`src/rtl/lf_pkg.sv`:
```
package lf_pkg;

  localparam int NFLAGS  = 6;
  localparam int FLAG_CF = 0;
  localparam int FLAG_PF = 1;
  localparam int FLAG_AF = 2;
  localparam int FLAG_ZF = 3;
  localparam int FLAG_SF = 4;
  localparam int FLAG_OF = 5;

  localparam logic [3:0] OP_ADD  = 4'd0;
  localparam logic [3:0] OP_ADC  = 4'd1;
  localparam logic [3:0] OP_SUB  = 4'd2;
  localparam logic [3:0] OP_SBB  = 4'd3;
  localparam logic [3:0] OP_AND  = 4'd4;
  localparam logic [3:0] OP_OR   = 4'd5;
  localparam logic [3:0] OP_XOR  = 4'd6;
  localparam logic [3:0] OP_CMP  = 4'd7;
  localparam logic [3:0] OP_TEST = 4'd8;
  localparam logic [3:0] OP_INC  = 4'd9;
  localparam logic [3:0] OP_DEC  = 4'd10;

  typedef enum logic [2:0] {
    K_ADD   = 3'd0,
    K_SUB   = 3'd1,
    K_LOGIC = 3'd2,
    K_INC   = 3'd3,
    K_DEC   = 3'd4
  } op_kind_e;

endpackage

```
`src/rtl/lf_carry_chain.sv`:
```
module lf_carry_chain #(
  parameter int DATA_W = 16,
  parameter int BYTE_W = 8
) (
  input  logic [DATA_W-1:0] a_in,
  input  logic [DATA_W-1:0] b_in,
  input  logic              word_sel,
  input  logic              sub_mode,
  input  logic              carry_in,
  output logic [DATA_W-1:0] sum_out,
  output logic              carry_out
);

  localparam int EXT_W = DATA_W + 1;
  localparam logic [DATA_W-1:0] BYTE_MASK = {{(DATA_W-BYTE_W){1'b0}}, {BYTE_W{1'b1}}};

  logic [DATA_W-1:0] width_mask;
  logic [EXT_W-1:0]  stage1;
  logic [EXT_W-1:0]  stage2;
  logic [DATA_W-1:0] stage1_m;
  logic [EXT_W-1:0]  cin_ext;
  logic              c1;
  logic              c2;

  always_comb begin
    width_mask = word_sel ? {DATA_W{1'b1}} : BYTE_MASK;
    cin_ext    = {{(EXT_W-1){1'b0}}, carry_in};
    // first stage: operand against operand
    if (sub_mode) stage1 = {1'b0, a_in} - {1'b0, b_in};
    else          stage1 = {1'b0, a_in} + {1'b0, b_in};
    c1       = word_sel ? stage1[DATA_W] : stage1[BYTE_W];
    stage1_m = stage1[DATA_W-1:0] & width_mask;
    // second stage: fold in incoming carry
    if (sub_mode) stage2 = {1'b0, stage1_m} - cin_ext;
    else          stage2 = {1'b0, stage1_m} + cin_ext;
    c2        = word_sel ? stage2[DATA_W] : stage2[BYTE_W];
    sum_out   = stage2[DATA_W-1:0] & width_mask;
    carry_out = c1 | c2;
  end

  always_comb begin
    AST_SINGLE_CARRY: assert (!(c1 && c2));
  end

endmodule

```
`src/rtl/lf_flag_gen.sv`:
```
module lf_flag_gen
  import lf_pkg::*;
#(
  parameter int DATA_W = 16,
  parameter int BYTE_W = 8
) (
  input  logic [DATA_W-1:0] d_val,
  input  logic [DATA_W-1:0] s_val,
  input  logic [DATA_W-1:0] r_val,
  input  logic              word_sel,
  input  op_kind_e          kind,
  input  logic              chain_carry,
  input  logic              cf_prev,
  output logic [NFLAGS-1:0] flags_new
);

  localparam logic [DATA_W-1:0] SMASK_B = {{(DATA_W-1){1'b0}}, 1'b1} << (BYTE_W-1);
  localparam logic [DATA_W-1:0] SMASK_W = {{(DATA_W-1){1'b0}}, 1'b1} << (DATA_W-1);
  localparam logic [DATA_W-1:0] ONE     = {{(DATA_W-1){1'b0}}, 1'b1};

  logic [DATA_W-1:0] smask;
  logic [DATA_W-1:0] aux_vec;
  logic cf, pf, af, zf, sf, of;

  always_comb begin
    smask   = word_sel ? SMASK_W : SMASK_B;
    aux_vec = d_val ^ s_val ^ r_val;
    zf = (r_val == '0);
    sf = |(r_val & smask);
    pf = ~^r_val[7:0];
    af = aux_vec[4];
    cf = 1'b0;
    of = 1'b0;
    case (kind)
      K_ADD: begin
        cf = chain_carry;
        of = |(smask & ~(d_val ^ s_val) & (d_val ^ r_val));
      end
      K_SUB: begin
        cf = chain_carry;
        of = |(smask & (d_val ^ s_val) & (d_val ^ r_val));
      end
      K_INC: begin
        cf = cf_prev;
        of = (r_val == smask);
      end
      K_DEC: begin
        cf = cf_prev;
        of = (r_val == (smask - ONE));
      end
      default: begin
        cf = 1'b0;
        of = 1'b0;
        af = 1'b0;
      end
    endcase
    flags_new          = '0;
    flags_new[FLAG_CF] = cf;
    flags_new[FLAG_PF] = pf;
    flags_new[FLAG_AF] = af;
    flags_new[FLAG_ZF] = zf;
    flags_new[FLAG_SF] = sf;
    flags_new[FLAG_OF] = of;
  end

endmodule

```
`src/rtl/lf_alu.sv`:
```
module lf_alu
  import lf_pkg::*;
#(
  parameter int DATA_W = 16,
  parameter int BYTE_W = 8
) (
  input  logic              clk,
  input  logic              rst_n,
  input  logic              op_valid,
  input  logic [3:0]        op_code,
  input  logic              op_word,
  input  logic [DATA_W-1:0] dst_in,
  input  logic [DATA_W-1:0] src_in,
  output logic [DATA_W-1:0] res_out,
  output logic              res_we,
  output logic [NFLAGS-1:0] flags_out
);

  localparam logic [DATA_W-1:0] BYTE_MASK = {{(DATA_W-BYTE_W){1'b0}}, {BYTE_W{1'b1}}};
  localparam logic [DATA_W-1:0] ONE       = {{(DATA_W-1){1'b0}}, 1'b1};
  localparam int                SYNC_LEN  = 2;

  // reset: asserted asynchronously, released on the clock
  logic [SYNC_LEN-1:0] rst_pipe;
  logic                rst_int_n;

  always_ff @(posedge clk or negedge rst_n) begin
    if (!rst_n) rst_pipe <= '0;
    else        rst_pipe <= {rst_pipe[SYNC_LEN-2:0], 1'b1};
  end
  assign rst_int_n = rst_pipe[SYNC_LEN-1];

  // operand conditioning and decode
  logic [DATA_W-1:0] width_mask, dst_m, src_m, b_sel, logic_res;
  logic [DATA_W-1:0] chain_sum, alu_res;
  logic              sub_mode, use_cin, writes, known, chain_cout;
  op_kind_e          kind;
  logic [NFLAGS-1:0] flags_new;

  logic [DATA_W-1:0] res_q, res_d;
  logic              we_q, we_d, load_res, load_flags;
  logic [NFLAGS-1:0] flags_q, flags_d;

  always_comb begin
    width_mask = op_word ? {DATA_W{1'b1}} : BYTE_MASK;
    dst_m      = dst_in & width_mask;
    src_m      = src_in & width_mask;
    kind       = K_LOGIC;
    sub_mode   = 1'b0;
    use_cin    = 1'b0;
    writes     = 1'b1;
    known      = 1'b1;
    b_sel      = src_m;
    logic_res  = '0;
    case (op_code)
      OP_ADD:  kind = K_ADD;
      OP_ADC:  begin kind = K_ADD; use_cin = 1'b1; end
      OP_SUB:  begin kind = K_SUB; sub_mode = 1'b1; end
      OP_SBB:  begin kind = K_SUB; sub_mode = 1'b1; use_cin = 1'b1; end
      OP_CMP:  begin kind = K_SUB; sub_mode = 1'b1; writes = 1'b0; end
      OP_AND:  logic_res = dst_m & src_m;
      OP_OR:   logic_res = dst_m | src_m;
      OP_XOR:  logic_res = dst_m ^ src_m;
      OP_TEST: begin logic_res = dst_m & src_m; writes = 1'b0; end
      OP_INC:  begin kind = K_INC; b_sel = ONE; end
      OP_DEC:  begin kind = K_DEC; b_sel = ONE; sub_mode = 1'b1; end
      default: begin known = 1'b0; writes = 1'b0; end
    endcase
  end

  lf_carry_chain #(.DATA_W(DATA_W), .BYTE_W(BYTE_W)) u_chain (
    .a_in      (dst_m),
    .b_in      (b_sel),
    .word_sel  (op_word),
    .sub_mode  (sub_mode),
    .carry_in  (use_cin & flags_q[FLAG_CF]),
    .sum_out   (chain_sum),
    .carry_out (chain_cout)
  );

  assign alu_res = (kind == K_LOGIC) ? logic_res : chain_sum;

  lf_flag_gen #(.DATA_W(DATA_W), .BYTE_W(BYTE_W)) u_flags (
    .d_val       (dst_m),
    .s_val       (b_sel),
    .r_val       (alu_res),
    .word_sel    (op_word),
    .kind        (kind),
    .chain_carry (chain_cout),
    .cf_prev     (flags_q[FLAG_CF]),
    .flags_new   (flags_new)
  );

  // next state
  always_comb begin
    load_res   = op_valid & known & writes;
    load_flags = op_valid & known;
    res_d      = alu_res;
    flags_d    = flags_new;
    we_d       = load_res;
  end

  // registers with explicit enables
  always_ff @(posedge clk or negedge rst_int_n) begin
    if (!rst_int_n)    res_q <= '0;
    else if (load_res) res_q <= res_d;
  end

  always_ff @(posedge clk or negedge rst_int_n) begin
    if (!rst_int_n)      flags_q <= '0;
    else if (load_flags) flags_q <= flags_d;
  end

  always_ff @(posedge clk or negedge rst_int_n) begin
    if (!rst_int_n) we_q <= 1'b0;
    else            we_q <= we_d;
  end

  assign res_out   = res_q;
  assign res_we    = we_q;
  assign flags_out = flags_q;

  // checks on the registered boundary
  AST_LOGIC_CLEARS_CF_OF: assert property (@(posedge clk) disable iff (!rst_int_n)
    op_valid && (op_code == OP_AND || op_code == OP_OR || op_code == OP_XOR || op_code == OP_TEST)
    |=> !flags_out[FLAG_CF] && !flags_out[FLAG_OF] && !flags_out[FLAG_AF]);

  AST_INCDEC_KEEPS_CF: assert property (@(posedge clk) disable iff (!rst_int_n)
    op_valid && (op_code == OP_INC || op_code == OP_DEC)
    |=> flags_out[FLAG_CF] == $past(flags_out[FLAG_CF]));

  AST_COMPARE_NO_WRITE: assert property (@(posedge clk) disable iff (!rst_int_n)
    op_valid && (op_code == OP_CMP || op_code == OP_TEST)
    |=> !res_we && $stable(res_out));

  AST_IDLE_HOLDS: assert property (@(posedge clk) disable iff (!rst_int_n)
    !op_valid || op_code > OP_DEC
    |=> !res_we && $stable(res_out) && $stable(flags_out));

  AST_BYTE_UPPER_CLEAR: assert property (@(posedge clk) disable iff (!rst_int_n)
    res_we && !$past(op_word) |-> res_out[DATA_W-1:BYTE_W] == '0);

  AST_ZERO_FLAG_MATCH: assert property (@(posedge clk) disable iff (!rst_int_n)
    res_we |-> flags_out[FLAG_ZF] == (res_out == '0));

  AST_WE_ONE_PULSE: assert property (@(posedge clk) disable iff (!rst_int_n)
    res_we |-> $past(op_valid));

endmodule

```
`config.mk`:
```
export PLATFORM = sky130hd
export DESIGN_NAME = lf_alu
export DESIGN_NICKNAME = d
export VERILOG_FILES = /design/src/rtl/lf_pkg.sv /design/src/rtl/lf_carry_chain.sv /design/src/rtl/lf_flag_gen.sv /design/src/rtl/lf_alu.sv
export SDC_FILE = /design/constraint.sdc
export NUM_CORES = 1
export LEC_CHECK = 0
export ABC_AREA = 0
export CAP_MARGIN = 10
export CORE_MARGIN = 4
export CORE_UTILIZATION = 57
export CTS_CLUSTER_DIAMETER = 200
export DETAILED_ROUTE_END_ITERATION = 7
export GPL_TIMING_DRIVEN = 1
export HOLD_SLACK_MARGIN = 0.08
export MAX_ROUTING_LAYER = met4
export PLACE_DENSITY = 0.83
export SYNTH_ARGS = -nofsm -noshare
export SYNTH_HDL_FRONTEND = slang
export SYNTH_SLANG_ARGS = --single-unit
```
`constraint.sdc`:
```
create_clock -name clk -period 1.06 [get_ports clk]
set_input_delay 0.106 -clock clk [delete_from_list [all_inputs] [get_ports clk]]
set_output_delay 0.106 -clock clk [all_outputs]
set_load 0.1 [all_outputs]
```
==> impl_metrics.py, run 1 <==
metrics = {
    "die": {
        "die_h_microns": 95.19,
        "initial_core_util": 0.5911,
        "die_w_microns": 95.19,
        "rows": 31,
        "pin_count": 63,
    },
    "cts": {
        "numCtsBuffers": 3,
        "post_cts_buffers": 83,
        "ctsResizeCount": 214,
        "cts.sinks": 25,
        "ctsHoldBuffers": 1,
        "htree_levels": 1,
        "cts.root.buffer_cell": "clkbuf_8",
        "cts.path.max_buffers": 2,
    },
    "placement": {
        "dp_cells": 925,
        "gp_congestion": 0.9782,
        "dpl.hpwl_microns": 17010,
        "portBuffers": 62,
    },
    "synthesis": {
        "synth_compound_area_frac": 0.2674,
        "muxShareOfSynthArea": 0.02426,
        "seq_area_frac_synth": 0.1444,
        "synthXorXnorAreaFrac": 0.06671,
        "yosys.area_share.adder": 0.2143,
        "syn_area_per_cell_sq_um": 7.381,
        "synth_top_family_by_area": "compound AO/OA/AOI/OAI gates",
        "synth_area_sq_mm": 0.004333,
        "synth_common_cells": "71 x ha_1, 71 x nor2_1, 57 x nand2_1, 52 x a21oi_1, 49 x inv_1",
        "synth_cells": 587,
        "ys_ff_latch": 25,
        "synth_enable_flop_cells": 0,
        "syn_nets": 700,
        "netlist-cell-type-count": 64,
        "yosys_warnings": 0,
        "yosys-top-cells-area": "ha_1 21%, dfrtp_1 14%, nor2_1 6.2%",
        "yosys.area.top_type": "ha_1",
        "synth-main-ff-cell": "dfrtp_1",
        "async_reset_ff_frac": 1.000,
        "synth_simple_gate_area_frac": 0.2183,
        "synth_top_cell_area_share": 0.2050,
    },
    "run_status": {
        "status": "stopped before the end",
        "error_line": "[ERROR DPL-0038] Utilization greater than 100%, impossible to legalize",
        "lastStage": "clock tree synthesis (4_1_cts)",
    },
}
## stage by stage
| step | setup TNS (ps) | worst slack, ps | instance area (sq um) | hold WS (ps) | util |
|---|---|---|---|---|---|
| 2_1_floorplan | -57560 | -3624 | 4612 | -189.6 | - |
| 3_3_place_gp | -73470 | -4103 | 6912 | 216.4 | 0.9428 |
| 3_5_place_dp | -79840 | -4485 | 6912 | 217.0 | 0.9428 |
## cell families after synthesis
| family | after synthesis |
|---|---|
| xor gates and xnor gates | 33 |
| and+or+nand+nor | 201 |
| muxes | 10 |
| AOI/OAI and AO/OA | 173 |
| DFF | 25 |
| buffers and inverters | 71 |
| adders and majority gates | 73 |
| other | 1 |
==> run 2, diff against run 1 <==
--- a/config.mk
+++ b/config.mk
@@ -8,13 +8,10 @@
 export ABC_AREA = 0
 export CAP_MARGIN = 10
 export CORE_MARGIN = 4
-export CORE_UTILIZATION = 57
-export CTS_CLUSTER_DIAMETER = 200
+export CORE_UTILIZATION = 40
 export DETAILED_ROUTE_END_ITERATION = 7
 export GPL_TIMING_DRIVEN = 1
-export HOLD_SLACK_MARGIN = 0.08
-export MAX_ROUTING_LAYER = met4
-export PLACE_DENSITY = 0.83
+export PLACE_DENSITY_LB_ADDON = 0.15
 export SYNTH_ARGS = -nofsm -noshare
 export SYNTH_HDL_FRONTEND = slang
 export SYNTH_SLANG_ARGS = --single-unit
==> run 2 against run 1 <==
Compared with the run above:
- the flow now finishes, with violations (negative setup slack)
- synthesized area unchanged
- synthesized cell count unchanged
==> impl_metrics.py, run 2 <==
metrics = {
    "layout": {
        "fin_nets": 1010,
        "area_delta_synth_final_pct": 90.59,
        "largest_reg_flops": 16,
        "utilization": 0.7928,
        "drive_above_1_share": 0.4888,
        "antennaDiodeCount": 0,
        "n_fill_cell": 706,
        "final_cell_mix": "240 x buf_4, 62 x nor2_1, 57 x ha_1",
        "layout_commonest_cell": "buf_4",
    },
    "die": {
        "fp.coreArea_sq_mm": 0.01042,
        "pin_count": 63,
        "die_area_sq_mm": 0.01256,
        "initial_core_util": 0.4160,
        "die_h_microns": 112.1,
        "die_w_microns": 112.1,
        "rows": 37,
    },
    "sta": {
        "setup_viol": 23,
        "slew_violations": 0,
        "finalClockSkew_ps": 4.807,
        "fmax_mhz": 219.1,
        "rsz0062_at_grt": "true",
        "worst_slack_ps": -3504,
        "hold_violations": 0,
        "finalCriticalPeriod_ps": 4564,
        "post-route-period-util": 4.306,
        "finalSetupTns_ps": -58850,
    },
    "synthesis": {
        "yosys-top-cells-area": "ha_1 21%, dfrtp_1 14%, nor2_1 6.2%",
        "syn_nets": 700,
        "synth_top_cell_area_share": 0.2050,
        "synth_area_sq_mm": 0.004333,
        "synth_enable_flop_cells": 0,
        "netlist-cell-type-count": 64,
        "ys_ff_latch": 25,
        "yosys_warnings": 0,
        "async_reset_ff_frac": 1.000,
        "synth_cells": 587,
        "synth_common_cells": "71 x ha_1, 71 x nor2_1, 57 x nand2_1, 52 x a21oi_1, 49 x inv_1",
        "syn_area_per_cell_sq_um": 7.381,
        "synth-main-ff-cell": "dfrtp_1",
        "yosys.area.top_type": "ha_1",
        "seq_area_frac_synth": 0.1444,
    },
    "run_status": {
        "status": "finished, violations left",
        "violations": "negative setup slack",
    },
    "placement": {
        "gp_congestion": 0.9203,
        "portBuffers": 62,
        "dpl.hpwl_microns": 13680,
    },
    "grt": {
        "antenna_found_initial": 0,
        "grt_pass1_vias": 5506,
        "grt_overflow": 0,
        "grt_max_degree": 24,
        "grt_pass1_wl_microns": 26320,
        "grt_usage": 0.2524,
    },
    "cts": {
        "cts.sinks": 25,
        "cts.path.max_buffers": 2,
        "cts.root.buffer_cell": "clkbuf_8",
        "numCtsBuffers": 3,
        "clkTransAtPathRegs_ps": 80,
        "htree_levels": 1,
        "cts_tree": "done",
        "clkLatencyLatePin_ps": 280,
    },
    "detailed_routing": {
        "drtAntennaViolNets": 0,
        "vias": 5649,
        "drtIter0Drc": 250,
        "wl_met1_microns": 7547,
        "postRouteWirelength_microns": 17510,
        "wl_met3_microns": 972,
        "vias_per_cell": 5.474,
        "drc": 0,
        "wl_met2_microns": 8416,
        "first_pass_iters": 5,
        "drt-wirelength-per-cell_microns": 16.97,
        "dr.max_layer_used": "met4",
    },
    "worst_setup_path": {
        "reg2reg_depth": 16,
        "r2r_end": "flags_out[5]$_DFFE_PN0P_",
        "cp_slowest_cell": "ha_1",
        "crit_type": "in2reg",
        "crit_path_end": "flags_out[5]$_DFFE_PN0P_",
        "crit_required_ps": 1260,
        "regToRegStartpoint": "flags_out[0]$_DFFE_PN0P_",
        "crit_path_end_kind": "register",
        "worst_setup_path_start_kind": "primary input",
        "crit_path_start": "op_code[0]",
        "cp_max_fo": 5,
        "crit_arrival_ps": 4770,
        "rrSetupSlack_ps": -2520,
        "worst_path_largest_cell_delay_ps": 360,
    },
    "pwr": {
        "p_leak_nw": 3.946,
        "irDropWorstVdd_v": 0.001484,
        "power_frac_comb": 0.849,
        "switching_share": 0.4876,
        "pwr-share-clk": 0.043,
        "power.density_mw_per_mm2": 1636,
        "p_sw_w": 0.006586,
        "seqPwrFrac": 0.109,
        "internal-power_w": 0.006921,
    },
    "hold_path": {
        "hp-class": "reg2async",
    },
    "flow_run": {
        "cap_violations": 0,
    },
}
run 2: cell counts after synthesis:
Identical to the previous run, type by type.
run 2: layout make-up:
type	count	area (sq um)	share of cell area
multi-input cells	491	4254	0.5152
well taps	136	170.2	0.02061
clock inverters	1	5.005	0.0006061
clock buffers	3	41.29	0.005000
inverters	49	183.9	0.02227
flip-flops and latches	25	625.6	0.07576
repair buffers	327	2978	0.3606
run 2: what timing repair did:
| item | 4_1_cts | 5_1_grt |
|---|---|---|
| pin swaps | 59 | 65 |
| hold buffers | 1 | 0 |
| setup buffers | 15 | 23 |
| resized for setup | 87 | 94 |
| endpoints found under the setup margin | 25 | 25 |
| hold endpoints to repair | 2 | 0 |
run 2: routing by layer:
| metal | GRT usage | vias to the layer above |
|---|---|---|
| met3 | 0.02426 | 43 |
| li1 | - | 2724 |
| met5 | 0 | - |
| met4 | 0.07452 | 0 |
| met2 | 0.4303 | 195 |
| met1 | 0.3388 | 2687 |
run 2: cell families (layout without fill, tap and decap cells):
group | Yosys count | count (layout) | synth area share
AO/OA/AOI/OAI | 173 | 173 | 0.2674
other | 1 | 1 | 0.0008655
multiplexers | 10 | 10 | 0.02426
adder cells (fa/ha/maj) | 73 | 73 | 0.2143
AND/OR/NAND/NOR | 201 | 201 | 0.2183
flip-flops | 25 | 25 | 0.1444
buffers and inverters | 71 | 380 | 0.06382
XOR/XNOR | 33 | 33 | 0.06670
run 2: power groups by stage:
| stage | registers (W) | clock network (W) | logic, W |
|---|---|---|---|
| 3_5_place_dp | 0.00149 | 0 | 0.00928 |
| 6_report | 0.00147 | 0.000575 | 0.0115 |
| 3_3_place_gp | 0.00147 | 0 | 0.00910 |
| 4_1_cts | 0.00147 | 0.000586 | 0.00994 |
| 2_1_floorplan | 0.00305 | 0 | 0.00377 |
| 5_1_grt | 0.00149 | 0.000629 | 0.0121 |
run 2: how the worst min path moves through the flow:
stage / startpoint / end / slack (ps) / cells after the start
2_1_floorplan: rst_n / rst_pipe[0]$_DFF_PN0_ / -190 / 0
3_3_place_gp: rst_pipe[1]$_DFF_PN0_ / res_out[0]$_DFFE_PN0P_ / 220 / 1
3_5_place_dp: rst_pipe[1]$_DFF_PN0_ / res_out[0]$_DFFE_PN0P_ / 220 / 1
4_1_cts: rst_pipe[1]$_DFF_PN0_ / res_out[0]$_DFFE_PN0P_ / 230 / 1
5_1_grt: rst_pipe[1]$_DFF_PN0_ / res_out[0]$_DFFE_PN0P_ / 270 / 1
6_report: rst_pipe[1]$_DFF_PN0_ / res_out[0]$_DFFE_PN0P_ / 220 / 1
run 2: through the flow:
stage | cells | total power, W | instance area, sq um | hold slack, ps | setup WS, ps
after detailed placement | 994 | 0.01077 | 7236 | 223.3 | -4366
after CTS | 1012 | 0.01200 | 7664 | 231.5 | -3491
final | 1032 | 0.01351 | 8258 | 216.2 | -3504
after floorplan | 587 | 0.006820 | 4612 | -189.6 | -3624
after global routing | 1032 | 0.01421 | 8258 | 269.2 | -3704
after global placement | 994 | 0.01056 | 7236 | 221.0 | -4267
run 2: critical path, delay by kind of cell:
kind                       cells  cell delay [ps]
xor gates and xnor gates       3              380
adders and majority gates      2              710
buffers and inverters          5              690
AOI/OAI and AO/OA             11             1950
and+or+nand+nor                6              930
No activity file was read; power rests on OpenSTA's default activity.
